[src/rtl/mac_pkg.sv]
package mac_pkg;
  typedef enum logic {
    MAC_UNSIGNED = 1'b0,
    MAC_SIGNED   = 1'b1
  } mac_mode_e;
endpackage

[src/rtl/mac_fa_cell.sv]
// Full adder whose b input is inverted when sub_i is set (add/subtract cell).
module mac_fa_cell (
  input  logic a_i,
  input  logic b_i,
  input  logic sub_i,
  input  logic c_i,
  output logic s_o,
  output logic c_o
);
  logic b_eff;
  assign b_eff = b_i ^ sub_i;
  assign s_o   = a_i ^ b_eff ^ c_i;
  assign c_o   = (a_i & b_eff) | (a_i & c_i) | (b_eff & c_i);
endmodule

[src/rtl/mac_pp_row.sv]
// One partial-product row: X (optionally sign-extended) gated by one Y bit, shifted.
module mac_pp_row #(
  parameter int N     = 4,
  parameter int SHIFT = 0
) (
  input  logic [N-1:0]   x_i,
  input  logic           ybit_i,
  input  logic           sext_i,
  output logic [2*N-1:0] row_o
);
  localparam int PW = 2 * N;
  logic [PW-1:0] x_ext;
  assign x_ext = {{N{x_i[N-1] & sext_i}}, x_i};
  assign row_o = (x_ext & {PW{ybit_i}}) << SHIFT;
endmodule

[src/rtl/mac_adder_row.sv]
// Ripple row of add/subtract cells across the full result width.
module mac_adder_row #(
  parameter int W = 8
) (
  input  logic [W-1:0] acc_i,
  input  logic [W-1:0] row_i,
  input  logic         sub_i,
  output logic [W-1:0] sum_o
);
  logic [W:0] carry;
  assign carry[0] = sub_i;

  for (genvar b = 0; b < W; b++) begin : g_cell
    mac_fa_cell u_fa (
      .a_i  (acc_i[b]),
      .b_i  (row_i[b]),
      .sub_i(sub_i),
      .c_i  (carry[b]),
      .s_o  (sum_o[b]),
      .c_o  (carry[b+1])
    );
  end

  logic unused_carry;
  assign unused_carry = carry[W];
endmodule

[src/rtl/mac_array.sv]
module mac_array
  import mac_pkg::*;
#(
  parameter int N = 4
) (
  input  logic [N-1:0]   x_i,
  input  logic [N-1:0]   y_i,
  input  logic [N-1:0]   k_i,
  input  logic           signed_i,
  output logic [2*N-1:0] p_o
);
  localparam int PW = 2 * N;

  mac_mode_e mode;
  assign mode = mac_mode_e'(signed_i);

  logic sext;
  assign sext = (mode == MAC_SIGNED);

  logic [PW-1:0] acc [0:N];
  assign acc[0] = {{N{k_i[N-1] & sext}}, k_i};

  for (genvar i = 0; i < N; i++) begin : g_row
    logic [PW-1:0] row;
    logic          sub;

    mac_pp_row #(.N(N), .SHIFT(i)) u_pp (
      .x_i   (x_i),
      .ybit_i(y_i[i]),
      .sext_i(sext),
      .row_o (row)
    );

    if (i == N - 1) begin : g_top
      assign sub = sext;
    end else begin : g_mid
      assign sub = 1'b0;
    end

    mac_adder_row #(.W(PW)) u_add (
      .acc_i(acc[i]),
      .row_i(row),
      .sub_i(sub),
      .sum_o(acc[i+1])
    );
  end

  assign p_o = acc[N];
endmodule

[config.mk]
export PLATFORM = sky130hd
export DESIGN_NAME = mac_array
export DESIGN_NICKNAME = d
export VERILOG_FILES = /design/src/rtl/mac_pkg.sv /design/src/rtl/mac_fa_cell.sv /design/src/rtl/mac_pp_row.sv /design/src/rtl/mac_adder_row.sv /design/src/rtl/mac_array.sv
export SDC_FILE = /design/constraint.sdc
export NUM_CORES = 1
export LEC_CHECK = 0
export ABC_CLOCK_PERIOD_IN_PS = 19900
export BUFFER_PORTS_ARGS = -buffer_cell sky130_fd_sc_hd__clkbuf_2
export CAP_MARGIN = 0
export CORE_MARGIN = 1
export CORE_UTILIZATION = 62
export DETAILED_ROUTE_END_ITERATION = 6
export PLACE_DENSITY = 0.93
export SLEW_MARGIN = 25
export SYNTH_ARGS = -nofsm -noshare
export SYNTH_HDL_FRONTEND = slang
export SYNTH_HIERARCHICAL = 1
export SYNTH_SLANG_ARGS = --single-unit
[constraint.sdc]
create_clock -name vclk -period 19.9
set_input_delay 3.98 -clock vclk [all_inputs]
set_output_delay 3.98 -clock vclk [all_outputs]
set_load 0.005 [all_outputs]
==> impl_metrics.py, run 1 <==
metrics = {
    "placement": {
        "gp_congestion": 0.742,
        "dp_slack_ns": 5.64,
        "dp_hpwl_um": 2140,
        "io_buffers": 21,
    },
    "setup_path": {
        "required_ns": 15.92,
        "crit_path_frequent_cell": "inv_1",
        "crit_type": "in -> out",
        "setup.worst_path.end_class": "output pin",
        "path_max_fanout": 4,
        "cpPeakStageDelay_ns": 0.49,
        "arrival_ns": 10.24,
        "cp-startpoint": "x_i[0]",
        "crit_path_start_kind": "input pin",
        "crit_slowest_cell": "fa_1",
        "endpoint": "p_o[7]",
    },
    "routing": {
        "wl_per_cell_um": 7.51,
        "remaining_drc_errors": 0,
        "drt_iter0_drc": 6,
        "vias": 1115,
        "drt_pass1_iterations": 5,
        "antenna_left": 0,
        "vias_per_cell": 3.81,
        "drt_wl_total_um": 2200,
    },
    "synth": {
        "syn_avg_cell_area_um2": 7.30,
        "syn_area_mm2": 0.00164,
        "ys_warn_count": 6,
        "synth_cells": 225,
    },
    "final_layout": {
        "fillers": 207,
        "nets": 310,
        "synthToLayoutAreaGrowth_pct": 9.82,
        "final_cell_mix": "124 x inv_1, 33 x conb_1, 32 x xnor2_1, 32 x fa_1, 21 x clkbuf_2",
        "final_common_cell": "inv_1",
        "drive_gt1_share_pct": 14.1,
        "design.seq.count": 0,
        "seqCellArea_um2": 0,
        "clkbuf_count": 0,
        "antennaDiodeCount": 0,
    },
    "power_and_ir_drop": {
        "finalPower_w": 0.000206,
        "vdd_ir_drop_max_mv": 0.112,
        "pwr_density_cell_mw_per_mm2": 114,
        "leakage_nw": 1.19,
    },
    "sta": {
        "grt_setup_unrepaired": "false",
        "min_period_over_period_pct": 71.4,
        "fmax_mhz": 70.3,
        "finalSetupTns_ns": 0,
        "hold_viol": 0,
        "setup_viol": 0,
        "drv_slew": 0,
        "setup_ws_ns": 5.68,
        "worst_hold_slack_ns": 8.62,
        "min_period_ns": 14.22,
    },
    "global_route": {
        "grt_pass1_vias": 1162,
        "track_usage_pct": 20.3,
        "antenna_found_initial": 0,
        "grt_overflow_total": 0,
        "grt_max_degree": 15,
        "grt_pass1_wl_um": 4330,
    },
    "clocking": {
        "cts-hold-fix-buffers": 0,
        "cts_resized": 0,
        "cts_setup_buffers": 0,
    },
    "floorplan": {
        "ios": 21,
        "dieArea_mm2": 0.00286,
        "placementRows": 18,
        "core_area_mm2": 0.00250,
        "die_y_um": 53.5,
        "die_w_um": 53.5,
        "initial_core_util_pct": 65.7,
    },
    "status": {
        "status": "finished clean",
    },
    "flow_run": {
        "max_cap_violations": 0,
    },
    "worst_hold_path": {
        "hp-class": "in -> out",
    },
}
-- routing by layer --
layer / up-vias / share of wire [%] / global-route usage [%]
met1: 519 / 35 / 20.8
met3: 2 / 1.2 / 0.287
met4: 0 / 0.64 / 1.32
met5: - / 0 / 0
met2: 14 / 63 / 45.0
li1: 580 / - / -
-- power by group --
group	internal [W]	total [W]	switching, W
Sequential	0	0	0
Clock	0	0	0
Combinational	0.0000899	0.000206	0.000116
Total	0.0000899	0.000206	0.000116
-- stage by stage --
step | cell area [µm²] | std cells | utilization [%]
final | 1800 | 293 | 72.2
after global routing | 1800 | 293 | 72.2
after CTS | 1800 | 293 | 72.2
after detailed placement | 1800 | 293 | 72.2
after global placement | 1800 | 293 | 72.2
after floorplan | 1750 | 254 | -
-- worst min-delay path by stage --
stage | from | end | slack (ns) | depth (start not counted)
after CTS | x_i[0] | p_o[3] | 8.63 | 6
final | x_i[0] | p_o[3] | 8.62 | 6
after global placement | y_i[3] | p_o[3] | 8.62 | 6
after global routing | y_i[3] | p_o[3] | 8.69 | 6
after detailed placement | y_i[3] | p_o[3] | 8.63 | 6
after floorplan | signed_i | p_o[0] | 8.20 | 3
-- layout make-up --
class / instances / area [µm²] / share of cell area [%]
multi-input combinational: 118 / 1200 / 66.3
tap: 30 / 37.5 / 2.08
timing repair buffer: 21 / 105 / 5.83
inverter: 124 / 465 / 25.8
-- worst max-delay path, delay by kind of cell --
family,cells,cell delay [ns]
buffers and inverters,23,1.33
and+or+nand+nor,1,0.20
adders and majority gates,11,4.57
xor gates and xnor gates,1,0.17
(Power assumes the default switching activity.)
==> run 2, diff against run 1 <==
--- a/config.mk
+++ b/config.mk
@@ -5,7 +5,7 @@
 export SDC_FILE = /design/constraint.sdc
 export NUM_CORES = 1
 export LEC_CHECK = 0
-export ABC_CLOCK_PERIOD_IN_PS = 19900
+export ABC_CLOCK_PERIOD_IN_PS = 14200
 export BUFFER_PORTS_ARGS = -buffer_cell sky130_fd_sc_hd__clkbuf_2
 export CAP_MARGIN = 0
 export CORE_MARGIN = 1
==> constraint.sdc (replaced) <==
create_clock -name vclk -period 14.2
set_input_delay 2.84 -clock vclk [all_inputs]
set_output_delay 2.84 -clock vclk [all_outputs]
set_load 0.005 [all_outputs]
==> impl_metrics.py, run 2 (synthesis gave the netlist of run 1 again) <==
metrics = {
    "final_layout": {
        "clkbuf_count": 0,
        "final_cell_mix": "124 x inv_1, 33 x conb_1, 32 x xnor2_1, 32 x fa_1, 21 x clkbuf_2",
        "nets": 310,
        "antennaDiodeCount": 0,
        "synthToLayoutAreaGrowth_pct": 9.82,
        "seqCellArea_um2": 0,
        "drive_gt1_share_pct": 14.1,
        "final_common_cell": "inv_1",
        "design.seq.count": 0,
        "postLayoutCoreUtil_pct": 72.2,
    },
    "sta": {
        "fmax_mhz": 84.3,
        "hold_viol": 0,
        "setup_viol": 0,
        "drv_slew": 0,
        "min_period_over_period_pct": 83.5,
        "grt_setup_unrepaired": "false",
        "min_period_ns": 11.86,
        "finalSetupTns_ns": 0,
    },
    "setup_path": {
        "cp_top_family": "adder cells",
        "crit_path_start_kind": "input pin",
        "arrival_ns": 9.02,
        "crit_path_frequent_cell": "inv_1",
        "crit_type": "in -> out",
        "crit_slowest_cell": "fa_1",
        "required_ns": 11.36,
        "path_max_fanout": 4,
        "critical_path_buf_inv_count": 23,
        "setup.worst_path.end_class": "output pin",
        "cpPeakStageDelay_ns": 0.49,
    },
    "clocking": {
        "cts_resized": 0,
        "cts-hold-fix-buffers": 0,
        "cts_setup_buffers": 0,
    },
    "global_route": {
        "antenna_found_initial": 0,
        "grt_pass1_vias": 1205,
        "grt_pass1_wl_um": 4390,
        "grt_overflow_total": 0,
        "track_usage_pct": 20.5,
        "grt_max_degree": 15,
    },
    "floorplan": {
        "die_w_um": 53.5,
        "placementRows": 18,
        "initial_core_util_pct": 65.7,
        "dieArea_mm2": 0.00286,
        "core_area_mm2": 0.00250,
        "ios": 21,
        "die_y_um": 53.5,
    },
    "placement": {
        "io_buffers": 21,
        "dp_hpwl_um": 2170,
        "gp_congestion": 0.754,
    },
    "routing": {
        "wl_per_cell_um": 7.50,
        "remaining_drc_errors": 0,
        "drt_iter0_drc": 1,
        "drt_pass1_iterations": 3,
        "antenna_left": 0,
        "vias": 1109,
        "drt_wl_total_um": 2200,
        "vias_per_cell": 3.78,
    },
    "worst_hold_path": {
        "hp-class": "in -> out",
    },
    "power_and_ir_drop": {
        "leakage_nw": 1.19,
        "vdd_ir_drop_max_mv": 0.163,
        "pwr_density_cell_mw_per_mm2": 158,
    },
    "flow_run": {
        "max_cap_violations": 0,
    },
    "status": {
        "status": "finished clean",
    },
}
==> run 2: cell counts in the layout (fill, tap and decap cells not counted) <==
No cell type changed its count.
==> run 2: through the flow <==
step           area [µm²]  hold WS, ns  std cells  worst slack, ns  total power [W]
6_report             1800         6.34        293             2.34         0.000286
5_1_grt              1800         6.41        293             1.87         0.000357
4_1_cts              1800         6.35        293             2.27         0.000294
3_5_place_dp         1800         6.35        293             2.27         0.000294
3_3_place_gp         1800         6.34        293             2.38         0.000273
2_1_floorplan        1750         5.92        254             2.74         0.000205
==> run 2: area by class of cell <==
type,count,area (µm²)
Timing Repair Buffer,21,105
Multi-Input combinational cell,118,1200
Fill cell,212,696
Inverter,124,465
Tap cell,30,37.5
==> run 2: final timing paths <==
path | cells after the start | slack, ns | startpoint | to
setup / recovery | 36 | 2.34 | x_i[0] | p_o[7]
hold / removal | 6 | 6.34 | y_i[3] | p_o[3]
==> run 2: power breakdown <==
group          switching [W]  total [W]  internal [W]
Clock                      0          0             0
Sequential                 0          0             0
Combinational       0.000162   0.000286      0.000124
Total               0.000162   0.000286      0.000124
==> run 2: per-layer routing <==
metal / track usage (%) / part of all wire, % / up-vias
met3: 0.575 / 1.2 / 0
li1: - / - / 580
met5: 0 / 0 / -
met4: 1.32 / 0 / 0
met1: 19.7 / 35 / 515
met2: 46.9 / 64 / 14
==> run 2: tightest hold or removal path, cell delays in order <==
cell,delay [ns]
clkbuf_2,0.11
and2_2,0.14
xnor2_1,0.12
fa_1,0.15
inv_1,0.03
clkbuf_2,0.10
